`config.mk`:
```
export PLATFORM = sky130hd
export DESIGN_NAME = nco_phase_core
export DESIGN_NICKNAME = d
export VERILOG_FILES = /design/src/rtl/nco_pkg.sv /design/src/rtl/nco_regbank.sv /design/src/rtl/nco_select.sv /design/src/rtl/nco_accum.sv /design/src/rtl/nco_outstage.sv /design/src/rtl/nco_phase_core.sv
export SDC_FILE = /design/constraint.sdc
export NUM_CORES = 1
export LEC_CHECK = 0
export CORE_UTILIZATION = 53
export DETAILED_ROUTE_END_ITERATION = 7
export GPL_ROUTABILITY_DRIVEN = 0
export PLACE_DENSITY = 0.76
export SYNTH_ARGS = -nofsm -noshare
export SYNTH_HDL_FRONTEND = slang
export SYNTH_SLANG_ARGS = --single-unit
```
`constraint.sdc`:
```
create_clock -name clk -period 3.8 [get_ports clk]
set_input_delay 0.76 -clock clk [delete_from_list [all_inputs] [get_ports clk]]
set_output_delay 0.76 -clock clk [all_outputs]
set_load 0.01 [all_outputs]
```
`src/rtl/nco_pkg.sv`:
```
package nco_pkg;
   typedef enum logic [2:0] {
      WSEL_FREQ0  = 3'd0,
      WSEL_FREQ1  = 3'd1,
      WSEL_PHASE0 = 3'd2,
      WSEL_PHASE1 = 3'd3,
      WSEL_CTRL   = 3'd4
   } wsel_e;

   localparam int CTRL_W         = 6;
   localparam int CB_FSEL        = 0;
   localparam int CB_PSEL        = 1;
   localparam int CB_PIN_MODE    = 2;
   localparam int CB_SLEEP       = 3;
   localparam int CB_SIGN_EN     = 4;
   localparam int CB_SIGN_CMP    = 5;
   localparam int NUM_BANK       = 2;
endpackage

```
`src/rtl/nco_regbank.sv`:
```
module nco_regbank
   import nco_pkg::*;
#(
   parameter int ACC_W = 28,
   parameter int PH_W  = 12
) (
   input  logic                 clk,
   input  logic                 rst_n,
   input  logic                 wr_en,
   input  logic [2:0]           wr_sel,
   input  logic [ACC_W-1:0]     wr_data,
   output logic [ACC_W-1:0]     freq_q  [NUM_BANK],
   output logic [PH_W-1:0]      phase_q [NUM_BANK],
   output logic [CTRL_W-1:0]    ctrl_q
);
   genvar gi;
   generate
      for (gi = 0; gi < NUM_BANK; gi++) begin : g_bank
         localparam logic [2:0] FCODE = 3'(WSEL_FREQ0) + 3'(gi);
         localparam logic [2:0] PCODE = 3'(WSEL_PHASE0) + 3'(gi);
         always_ff @(posedge clk or negedge rst_n) begin
            if (!rst_n) begin
               freq_q[gi]  <= '0;
               phase_q[gi] <= '0;
            end else if (wr_en) begin
               if (wr_sel == FCODE) freq_q[gi]  <= wr_data;
               if (wr_sel == PCODE) phase_q[gi] <= wr_data[PH_W-1:0];
            end
         end
      end
   endgenerate

   always_ff @(posedge clk or negedge rst_n) begin
      if (!rst_n)                            ctrl_q <= '0;
      else if (wr_en && wr_sel == WSEL_CTRL) ctrl_q <= wr_data[CTRL_W-1:0];
   end


   hold_without_write_chk: assert property (@(posedge clk) disable iff (!rst_n)
      !wr_en |=> $stable(freq_q[0]) && $stable(freq_q[1]) &&
                 $stable(phase_q[0]) && $stable(phase_q[1]) && $stable(ctrl_q));
endmodule

```
`src/rtl/nco_select.sv`:
```
module nco_select
   import nco_pkg::*;
#(
   parameter int ACC_W = 28,
   parameter int PH_W  = 12
) (
   input  logic [ACC_W-1:0]  freq_q  [NUM_BANK],
   input  logic [PH_W-1:0]   phase_q [NUM_BANK],
   input  logic [CTRL_W-1:0] ctrl_q,
   input  logic              fsel_pin,
   input  logic              psel_pin,
   input  logic              sleep_pin,
   output logic [ACC_W-1:0]  freq_sel,
   output logic [PH_W-1:0]   phase_sel,
   output logic              sleep_eff,
   output logic              sign_en,
   output logic              sign_cmp
);
   logic fs, ps;
   always_comb begin
      fs        = ctrl_q[CB_PIN_MODE] ? fsel_pin : ctrl_q[CB_FSEL];
      ps        = ctrl_q[CB_PIN_MODE] ? psel_pin : ctrl_q[CB_PSEL];
      freq_sel  = fs ? freq_q[1]  : freq_q[0];
      phase_sel = ps ? phase_q[1] : phase_q[0];
      sleep_eff = sleep_pin | ctrl_q[CB_SLEEP];
      sign_en   = ctrl_q[CB_SIGN_EN];
      sign_cmp  = ctrl_q[CB_SIGN_CMP];
   end
endmodule

```
`src/rtl/nco_accum.sv`:
```
module nco_accum #(
   parameter int ACC_W = 28
) (
   input  logic             clk,
   input  logic             rst_n,
   input  logic             acc_clr,
   input  logic [ACC_W-1:0] freq_sel,
   output logic [ACC_W-1:0] acc_q
);
   always_ff @(posedge clk or negedge rst_n) begin
      if (!rst_n)       acc_q <= '0;
      else if (acc_clr) acc_q <= '0;
      else              acc_q <= acc_q + freq_sel;
   end


   clear_zero_chk: assert property (@(posedge clk) disable iff (!rst_n)
      acc_clr |=> acc_q == '0);
endmodule

```
`src/rtl/nco_outstage.sv`:
```
module nco_outstage #(
   parameter int ACC_W  = 28,
   parameter int PH_W   = 12,
   parameter int ADDR_W = 12
) (
   input  logic              clk,
   input  logic              rst_n,
   input  logic              acc_clr,
   input  logic [ACC_W-1:0]  acc_q,
   input  logic [PH_W-1:0]   phase_sel,
   input  logic              sleep_eff,
   input  logic              sign_en,
   input  logic              sign_cmp,
   input  logic              cmp_in,
   output logic [ADDR_W-1:0] sine_addr,
   output logic              sign_out
);
   localparam int TOP_LSB = ACC_W - PH_W;
   logic [PH_W-1:0] phase_sum;
   logic            sign_d;

   always_comb begin
      phase_sum = acc_q[ACC_W-1:TOP_LSB] + phase_sel;
      if (sleep_eff || !sign_en) sign_d = 1'b0;
      else if (sign_cmp)         sign_d = cmp_in;
      else                       sign_d = phase_sum[PH_W-1];
   end

   always_ff @(posedge clk or negedge rst_n) begin
      if (!rst_n) begin
         sine_addr <= '0;
         sign_out  <= 1'b0;
      end else if (acc_clr) begin
         sine_addr <= '0;
         sign_out  <= 1'b0;
      end else begin
         sine_addr <= sleep_eff ? '0 : phase_sum[PH_W-1 -: ADDR_W];
         sign_out  <= sign_d;
      end
   end


   sleep_quiet_chk: assert property (@(posedge clk) disable iff (!rst_n)
      sleep_eff |=> sine_addr == '0 && !sign_out);

   sign_off_chk: assert property (@(posedge clk) disable iff (!rst_n)
      !sign_en |=> !sign_out);

   sign_cmp_chk: assert property (@(posedge clk) disable iff (!rst_n)
      (!acc_clr && !sleep_eff && sign_en && sign_cmp) |=> sign_out == $past(cmp_in));
endmodule

```
`src/rtl/nco_phase_core.sv`:
```
module nco_phase_core
   import nco_pkg::*;
#(
   parameter int ACC_W  = 28,
   parameter int PH_W   = 12,
   parameter int ADDR_W = 12
) (
   input  logic              clk,
   input  logic              rst_n,
   input  logic              acc_clr,
   input  logic              wr_en,
   input  logic [2:0]        wr_sel,
   input  logic [ACC_W-1:0]  wr_data,
   input  logic              fsel_pin,
   input  logic              psel_pin,
   input  logic              sleep_pin,
   input  logic              cmp_in,
   output logic [ADDR_W-1:0] sine_addr,
   output logic              sign_out
);
   generate
      if (PH_W > ACC_W) begin : g_bad_ph
         $error("phase width exceeds accumulator width");
      end
      if (ADDR_W > PH_W) begin : g_bad_addr
         $error("address width exceeds phase width");
      end
      if (ACC_W < CTRL_W) begin : g_bad_ctrl
         $error("write port too narrow for control word");
      end
   endgenerate

   logic [ACC_W-1:0]  freq_q  [NUM_BANK];
   logic [PH_W-1:0]   phase_q [NUM_BANK];
   logic [CTRL_W-1:0] ctrl_q;
   logic [ACC_W-1:0]  freq_sel;
   logic [PH_W-1:0]   phase_sel;
   logic [ACC_W-1:0]  acc_q;
   logic              sleep_eff, sign_en, sign_cmp;

   nco_regbank #(.ACC_W(ACC_W), .PH_W(PH_W)) u_regs (
      .clk(clk), .rst_n(rst_n), .wr_en(wr_en), .wr_sel(wr_sel), .wr_data(wr_data),
      .freq_q(freq_q), .phase_q(phase_q), .ctrl_q(ctrl_q));

   nco_select #(.ACC_W(ACC_W), .PH_W(PH_W)) u_sel (
      .freq_q(freq_q), .phase_q(phase_q), .ctrl_q(ctrl_q),
      .fsel_pin(fsel_pin), .psel_pin(psel_pin), .sleep_pin(sleep_pin),
      .freq_sel(freq_sel), .phase_sel(phase_sel), .sleep_eff(sleep_eff),
      .sign_en(sign_en), .sign_cmp(sign_cmp));

   nco_accum #(.ACC_W(ACC_W)) u_acc (
      .clk(clk), .rst_n(rst_n), .acc_clr(acc_clr), .freq_sel(freq_sel), .acc_q(acc_q));

   nco_outstage #(.ACC_W(ACC_W), .PH_W(PH_W), .ADDR_W(ADDR_W)) u_out (
      .clk(clk), .rst_n(rst_n), .acc_clr(acc_clr), .acc_q(acc_q), .phase_sel(phase_sel),
      .sleep_eff(sleep_eff), .sign_en(sign_en), .sign_cmp(sign_cmp), .cmp_in(cmp_in),
      .sine_addr(sine_addr), .sign_out(sign_out));


   reset_quiet_chk: assert property (@(posedge clk)
      !rst_n |-> sine_addr == '0 && !sign_out);
endmodule

```
After elaboration in Yosys (flattened, before gate mapping) --
Index checks and enable logic that the tools add are counted.
Cells by class: equality and inequality tests 4, bitwise logic cells 1, multiplexer cells 10, reductions and logical operators 8, add/subtract/negate cells 2
Operator list (count):
- $mux W28 | 2
- $mux W12 | 3
- $add A28 B28 Y28 | 1
- $add A12 B12 Y12 | 1
- $reduce_and A2 Y1 | 4
- $eq A3 B2 Y1 const B | 2
- $mux W1 | 5
- $eq A3 B1 Y1 const B | 1
- $eq A3 B3 Y1 const B | 1
- $logic_not A3 Y1 | 1
- $logic_and A1 B1 Y1 | 1
- $logic_not A1 Y1 | 1
- $logic_or A1 B1 Y1 | 1
- $or A1 B1 Y1 | 1
Storage, ports and cells: flip-flop bits (word level) 127

Logic depth before layout (Yosys ltp) --
Gate-level depths: netlist (run 1).
depth in word-level cells 6, mapped depth 13, gate-level depth less buffers 12

By module --
From an unflattened synthesis (run 1), not the netlist that was laid out.
Second synthesis, totals: cell total of the unflattened synthesis 571, area total of the unflattened synthesis 7103.1 sq um
Modules (own cells, without submodules):
- nco_regbank | instances 1, seq. area each 2152.1 sq um, area an instance 3373.2 sq um, cells each 186
- nco_accum | instances 1, seq. area each 700.7 sq um, area an instance 2253.4 sq um, cells each 250
- nco_outstage | instances 1, seq. area each 325.3 sq um, area an instance 859.6 sq um, cells each 87
- nco_select | instances 1, seq. area each 0.0 sq um, area an instance 616.8 sq um, cells each 48

Worst setup path before layout (run 1) --
OpenSTA, ideal clock, no wires.
path kind input to register, start point input fsel_pin, end point register u_acc.acc_q[20], stages 13, arrival 3824 ps, setup slack -152 ps, required time 3672 ps, path through mux2i_2 -> clkbuf_1 -> mux2_2 -> ha_1 -> inv_1 -> fa_1 -> nor2b_1 -> o21a_1 -> a31o_2 -> a221oi_4 -> nor3b_1 -> a211oi_2 -> mux2_1
On the way: word-level cells in the longest chain between the ends 4
RTL lines:
- start: declaration | RTL line nco_phase_core.sv:14 | input logic fsel_pin,
- $mux W1 | RTL line nco_select.sv:21 | fs = ctrl_q[CB_PIN_MODE] ? fsel_pin : ctrl_q[CB_FSEL];
- $mux W28 | RTL line nco_select.sv:23 | freq_sel = fs ? freq_q[1] : freq_q[0];
- $add A28 B28 Y28 | RTL line nco_accum.sv:13 | else acc_q <= acc_q + freq_sel;
- $mux W28 | RTL line nco_accum.sv:12 | else if (acc_clr) acc_q <= '0;
- end signal: assignment | RTL line nco_accum.sv:13
- end: declaration | RTL line nco_accum.sv:8 | output logic [ACC_W-1:0] acc_q
Every way passes these cells. A chain may end at the register's enable or synchronous reset.

Final worst setup path (run 1) --
Same ends and word-level chain as after synthesis.

==> results.txt, run 1 <==
Internal power comes to 4.52 mW. Port buffering added 51 buffers. The clock net in this run drives a total of 127 sinks. The first global-routing pass estimated 27.7 mm of wire.

The initial antenna violation count came out at 0. The met3 wire length came out at 818 um. The data arrival time at the worst-slack endpoint is 3.92 ns. The maximum net fanout on the critical path came out at 4.

The highest metal layer carrying signal wires in the routed design is met4. The global route total overflow came out at 0. Counting flops and latches in the post-synthesis netlist gives 127.

The gate count after technology mapping is 611. The total via count after detailed routing came out at 5197. In this run the worst hold path is classified as in -> async.

The antenna violation net count after detailed routing is 0. The maximum clock frequency came out at 0.277 GHz. STA classifies the critical path endpoint as a register. The combined global-route utilization of all metal layers came out at 0.272. The per-cell via count in the routed design is 5.70. For this block, wires on met1 add up to 6.86 mm. The smallest clock period supported by the final layout is computed as 3.61 ns. The floorplan step defined a die boundary enclosing 13700 um2. The worst clock skew on the final layout came out at 0.00603 ns. The proportion of synthesized chip area in sequential cells came out at 0.451.

TritonCTS built the clock tree. The flow ran to the end, and the final reports show no timing, DRC or antenna violations. By startpoint and endpoint, the worst setup path is classified as in -> reg. Measured against its own limit, the worst slew margin works out to 0.380. The final worst slack came out at 0.185 ns. The worst setup slack after placement came out at -0.241 ns.

In the synthesized netlist the dominant register cell turns out to be sky130_fd_sc_hd__dfrtp_1. The power consumption came out at 6.94 mW. The number of buffers created by CTS came out at 17. Among cell families on the critical path, the largest total delay comes from compound AO/OA/AOI/OAI gates.

The area of the mapped netlist is 7040 um2. From bottom edge to top edge, the die measures 117 um. The share of total power consumed by net switching is 0.348. The slowest stage of the critical path belongs to the cell sky130_fd_sc_hd__clkdlybuf4s50_1. The number of post-CTS setup repair buffers is 0. Of the total power, combinational logic draws 0.465. The placed cell area is 8200 um2. The signal on the critical path passes through clkdlybuf4s50_1, mux2i_4, mux2_2, ha_1, inv_1, fa_1, nor2b_1, o21a_1, a31o_2, a221oi_4, nor3b_1, a211oi_2, mux2_1.

The cell row count came out at 41. In the final layout, the share of cells above drive strength 1 is 0.336. In this run, the number of DRC markers left after iteration 0 of detailed routing was 319. The number of endpoints failing setup at the final stage came out at 0. The number of nets in the finished design is 808. The total detailed-routing wirelength came out at 16.5 mm. For this design, the CTS-stage hold fixing added 0 buffers. The analysis attributes to net switching a power of 2.41 mW. The synthesized netlist net count came out at 693.

In this run the horizontal extent of the chip is 117 um. The antenna diode count came out at 0. The power density over the cells came out at 783 nW/um2. Setup repair after global routing left no endpoint under its margin. After clock tree synthesis, the clock-pin slew on the worst setup and hold paths is 0.06 ns. For this run, the number of standard cells in the final layout without fillers is 911. The mean post-synth cell area is 11.5 um2. The via count of the first global-routing pass is 5579. The count of different cell masters after synthesis came out at 65. The number of enable-type register cells in the synthesized netlist is 0. The routed length on met2 came out at 8.46 mm.

The area of all placed cells without fillers is 8860 um2. The number of pins with negative max-slew slack in the final report is 0. STA classifies the critical path startpoint as an input port. The number of instances resized during post-cts repair came out at 0. The number of buffer and inverter stages on the critical path came out at 2. The core area is 12800 um2. The number of maximum-capacitance constraint violations is 0. The share of total power dissipated in the clock network is 0.258.

The register share of total power is 0.277. The peak supply drop is 0.442 mV. The clock latency at the later pin of the worst-skew pair is 0.42 ns. The average wire length per cell after detail routing came out at 18.1 um. The starting density of the core is 0.551. The share of the core filled with cells in the final layout is 0.694. In the layout the commonest cells are sky130_fd_sc_hd__dfrtp_1 (127), sky130_fd_sc_hd__mux2_2 (124), sky130_fd_sc_hd__buf_4 (65), sky130_fd_sc_hd__nor2_1 (50), sky130_fd_sc_hd__clkdlybuf4s50_1 (50). The tree is rooted in a sky130_fd_sc_hd__clkbuf_16. The largest stage delay on the critical path is 0.45 ns. The clock passes through at most 2 buffers. The number of cells in the design after placement came out at 879.

The post-detailed-route DRC marker count is 0. 52 I/O pins were placed. The reported leakage power is 4.00 nW. The detailed placer's ending HPWL came out at 11.7 mm. Entering global routing, the biggest net connects 80 pins.

The clock tree synthesis step divided the H-tree into 4 levels. The length of the first detailed-routing pass in iterations is 5. The Yosys warning count came out at 0.

The total count of hold-check failures in the final report is 0. The endpoint required time on the critical path is 4.10 ns. The post-synthesis async set-or-reset flop share is 1.00. The slew at the pin closest to its max-slew limit came out at 0.923 ns. In the finished design, the share of the clock period the worst path needs comes to 0.951. The library cell used most frequently in the layout, excluding fill and tap cells, is sky130_fd_sc_hd__dfrtp_1. Relative to the synthesized area, the layout overhead comes to 25.9%.
[synth_stat cells, drive strengths merged (4+ instances only)]
cell type | n | area (um2)
nand3 | 7 | 35.0
a21o | 11 | 82.6
mux2 | 126 | 1420
o21ai | 19 | 103
or2 | 4 | 25.0
a21boi | 4 | 33.8
nand2 | 25 | 93.8
nor3 | 13 | 65.1
a211oi | 6 | 60.1
a211o | 5 | 43.8
buf | 7 | 30.0
inv | 17 | 63.8
ha | 41 | 513
o21bai | 4 | 30.0
mux2i | 5 | 53.8
dfrtp | 127 | 3180
xnor2 | 13 | 114
and3 | 6 | 48.8
a21oi | 35 | 179
xor2 | 13 | 114
clkbuf | 14 | 72.6
nor2 | 51 | 194
nor2b | 11 | 68.8
a31oi | 6 | 37.5
[cells by family after synthesis]
family          Yosys count  synth area share
xor+xnor                 26            0.0324
flops                   127             0.451
buf+inv                  39            0.0252
mux                     131             0.209
simple gates            135            0.0942
compound gates          110             0.109
fa+ha+maj                43            0.0786
[per-stage QoR]
stage               hold slack, ns  setup TNS (ns)
floorplan                    0.464               0
global placement             0.484           -1.08
detailed placement           0.491           -2.01
CTS                          0.376               0
global route                 0.397               0
finish                       0.351               0
[routing by layer]
metal,track usage,vias to the layer above
met5,0,-
met4,0.105,0
met3,0.0602,35
met2,0.476,136
met1,0.327,2585
li1,-,2441
[power groups by stage]
stage | registers [mW] | logic (mW) | clock network [mW]
detailed placement | 1.94 | 3.15 | 0
CTS | 1.92 | 3.20 | 1.81
global route | 1.96 | 3.57 | 1.87
finish | 1.92 | 3.23 | 1.79
floorplan | 1.86 | 2.11 | 0
global placement | 1.91 | 3.02 | 0
[area by class of cell]
class	instances	area, um2
fill	946	3910
multi-input combinational	445	3700
sequential	127	3180
timing repair buffer	118	1050
clock buffer	18	439
clock inverter	14	215
tap	172	215
inverter	17	63.8
[path summary, 6_finish.rpt]
check	from	endpoint	slack (ns)	depth (start not counted)
setup / recovery	fsel_pin	u_acc.acc_q[20]	0.19	13
hold / removal	rst_n	u_out.sine_addr[10]	0.35	1
setup reg to reg	u_regs.ctrl_q[2]	u_acc.acc_q[20]	0.43	12
hold reg to reg	u_regs.ctrl_q[3]	u_regs.ctrl_q[3]	0.50	1
max in group asynchronous	rst_n	u_regs.phase_q[20]	2.62	2
min in group clk	u_regs.ctrl_q[3]	u_regs.ctrl_q[3]	0.50	1
[flip-flops by register name (all words and copies together) (netlist names)]
name / cells
u_out.sign_out: 1
u_regs.freq_q: 56
u_acc.acc_q: 28
u_regs.ctrl_q: 6
u_regs.phase_q: 24
u_out.sine_addr: 12
(Power assumes the default switching activity.)
==> run 2: changes to the inputs <==
Settings changed: CORE_UTILIZATION 53 to 45, PLACE_DENSITY 0.76 to 0.66.
==> results.txt, run 2 (synthesis gave the netlist of run 1 again) <==
The wire length of the first global-routing pass came out at 26.8 mm (was 27.7 mm). The number of flip-flops in the largest register is 56 (unchanged). The starting DRC count in detailed routing came to 253 (was 319). The clock-pin slew of the registers on the worst-case setup and hold paths is 0.06 ns (about the same). The number of maximum-capacitance constraint violations is 0 (unchanged). The total I/O pin count came to 52 (unchanged).

The number of pins with negative max-slew slack in the final report is 0 (unchanged). The number of H-tree branching levels is 4 (unchanged). The starting density of the core is 0.461 (was 0.551). The area of all placed cells without fillers came out at 8980 um2 (was 8860 um2).

The endpoint required time on the critical path came to 4.09 ns (was 4.10 ns). The maximum net fanout on the critical path came out at 6 (was 4). The global route total overflow came out at 0 (unchanged). The total number of clock tree sinks is 127 (unchanged). The share of the core filled with cells in the final layout came out at 0.589 (was 0.694). The maximum clock frequency is 0.275 GHz (was 0.277 GHz). The worst clock skew on the final layout came out at 0.00773 ns (was 0.00603 ns). The antenna diode count is 0 (unchanged). The die height is 127 um (was 117 um). The startpoint of the most critical setup path is fsel_pin (unchanged). The layout-stage area growth over the synthesis result is 27.6% (was 25.9%). The number of buffers between clock root and the deepest sink came out at 2 (unchanged). The slew at the pin closest to its max-slew limit came out at 0.902 ns (was 0.923 ns). The beginning of the worst register-to-register path is u_regs.ctrl_q[2] (unchanged). The clock latency at the later pin of the worst-skew pair is 0.42 ns (about the same).

The reported leakage power is 4.07 nW (was 4.00 nW). The average wire length per cell after detail routing came to 16.4 um (was 18.1 um). The register share of total power is 0.278 (was 0.277). The kind of start point of the critical path is an input port (unchanged).

The total via count after detailed routing came out at 5171 (was 5197). Largest regs: u_regs.freq_q: 56 flops, u_acc.acc_q: 28 flops, u_regs.phase_q: 24 flops (unchanged). The final worst slack is 0.159 ns (was 0.185 ns). The antenna violation net count after detailed routing came to 0 (unchanged). The via count of the first global-routing pass came to 5462 (was 5579). The power density over the cells is 761 nW/um2 (was 783 nW/um2). The core area came out at 15300 um2 (was 12800 um2). The register bank with the most flops is u_regs.freq_q (unchanged).

The quantity of I/O buffers inserted on ports was 51 (unchanged). The minimum clock period after layout is 3.64 ns (was 3.61 ns). The peak supply drop came to 0.373 mV (was 0.442 mV). The length of the first detailed-routing pass in iterations is 4 (was 5).

The per-cell via count in the routed design came out at 5.36 (was 5.70). The data arrival time at the worst-slack endpoint is 3.93 ns (was 3.92 ns). The number of cells in the design after placement is 932 (was 879). The internal portion of total power is 4.46 mW (was 4.52 mW).

The largest stage delay on the critical path was 0.45 ns (about the same). The post-detailed-route DRC marker count was 0 (unchanged). The count of non-filler cells in the finished layout came out at 964 (was 911). The total count of hold-check failures in the final report came out at 0 (unchanged).

The ratio of final minimum period to clock period is 0.958 (was 0.951). The proportion of power drawn by combinational gates came out at 0.479 (was 0.465). The number of buffers created by CTS is 17 (unchanged).

The total detailed-routing wirelength is 15.8 mm (was 16.5 mm). Sequence of cells on the critical path: clkdlybuf4s50_1, mux2i_4, mux2_2, ha_1, inv_1, fa_1, nor2b_1, o21a_1, a31o_2, a221oi_4, nor3b_1, a211oi_2, mux2_1 (unchanged). The number of endpoints failing setup at the final stage is 0 (unchanged). The switching power of the nets is 2.39 mW (was 2.41 mW).

Most frequent cells in the layout: sky130_fd_sc_hd__dfrtp_1 (127), sky130_fd_sc_hd__mux2_2 (124), sky130_fd_sc_hd__buf_4 (79), sky130_fd_sc_hd__nor2_1 (50), sky130_fd_sc_hd__clkdlybuf4s50_1 (50) (was sky130_fd_sc_hd__dfrtp_1 (127), sky130_fd_sc_hd__mux2_2 (124), sky130_fd_sc_hd__buf_4 (65), sky130_fd_sc_hd__nor2_1 (50), sky130_fd_sc_hd__clkdlybuf4s50_1 (50)). The combined global-route utilization of all metal layers is 0.214 (was 0.272). The initial antenna violation count came out at 0 (unchanged).

The leading cell type in the layout, fill and taps excluded is sky130_fd_sc_hd__dfrtp_1 (unchanged). Result of the run: finished clean (unchanged). The share of layout cells above drive strength 1 is 0.349 (was 0.336). The pin count of the biggest net entering global routing is 68 (was 80). The kind of capture point of the worst setup path is a register (unchanged). The root buffer cell is sky130_fd_sc_hd__clkbuf_16 (unchanged). The placed cell area came out at 8360 um2 (was 8200 um2). The share of power burned in the clock network came out at 0.243 (was 0.258). The cell row count is 45 (was 41). The category of the critical setup timing path is in -> reg (unchanged). The detailed placer's ending HPWL is 11.7 mm (about the same). The number of nets in the finished design came out at 822 (was 808). The total die area is 16100 um2 (was 13700 um2).

The worst min-delay path category was in -> async (unchanged). The worst setup slack after placement was -0.283 ns (was -0.241 ns). The slowest stage cell on the critical path is sky130_fd_sc_hd__clkdlybuf4s50_1 (unchanged). The CTS tree is yes (unchanged). The worst slew margin relative to its limit is 0.394 (was 0.380).

The horizontal extent of the die is 127 um (was 117 um). The number of post-CTS setup repair buffers is 0 (unchanged). The share of total power consumed by net switching came out at 0.349 (was 0.348).
-- run 2: cell count changes in the layout (fill, tap and decap cells not counted), sizes merged --
cell and change:
clkinvlp -4, inv +3, clkbuf -1, buf +14
bufinv -2, clkinv +4
-- run 2: worst paths after layout --
path	endpoint	slack, ns	cells past startpoint
worst max-delay path	u_acc.acc_q[20]	0.16	13
worst min-delay path	u_out.sine_addr[11]	0.42	1
worst max register to register	u_acc.acc_q[20]	0.41	12
worst min register to register	u_regs.freq_q[43]	0.50	1
max in group asynchronous	u_regs.phase_q[4]	2.57	2
min in group clk	u_regs.freq_q[43]	0.50	1
-- run 2: worst max-delay path: cells and delay by family --
family	cells	cell delay (ns)
buffers and inverters	2	0.53
muxes	3	1.04
and+or+nand+nor	2	0.20
adders and majority gates	2	0.40
AOI/OAI and AO/OA	4	1.00
-- run 2: repair_timing --
item / in CTS / in global routing
hold buffers: 0 / 0
setup endpoints to repair: 0 / 4
gates resized for setup: 0 / 3
-- run 2: per-stage QoR --
stage	hold slack, ns	power (mW)	TNS [ns]
6_report	0.421	6.84	0
5_1_grt	0.480	7.33	-0.000774
4_1_cts	0.445	6.86	0
3_5_place_dp	0.490	5.15	-2.76
3_3_place_gp	0.485	5.05	-1.96
2_1_floorplan	0.464	3.98	0
-- run 2: cell type report --
type                            instances  area (um2)
Fill cell                            1298        6270
Multi-Input combinational cell        445        3710
Clock buffer                           17         425
Timing Repair Buffer                  132        1150
Tap cell                              211         264
Clock inverter                         15         186
Sequential cell                       127        3180
Inverter                               17        63.8
-- run 2: routing by layer --
layer,share of wire,vias up,global-route usage
met5,0,-,0
met4,0.0088,0,0.0560
met3,0.034,11,0.0436
met2,0.51,101,0.376
met1,0.45,2595,0.268
li1,-,2464,-
-- run 2: power groups by stage --
stage	clock network [mW]	logic (mW)	registers [mW]
floorplan	0	2.11	1.86
global placement	0	3.14	1.91
detailed placement	0	3.23	1.92
CTS	1.70	3.26	1.90
global route	1.76	3.62	1.95
finish	1.66	3.27	1.90
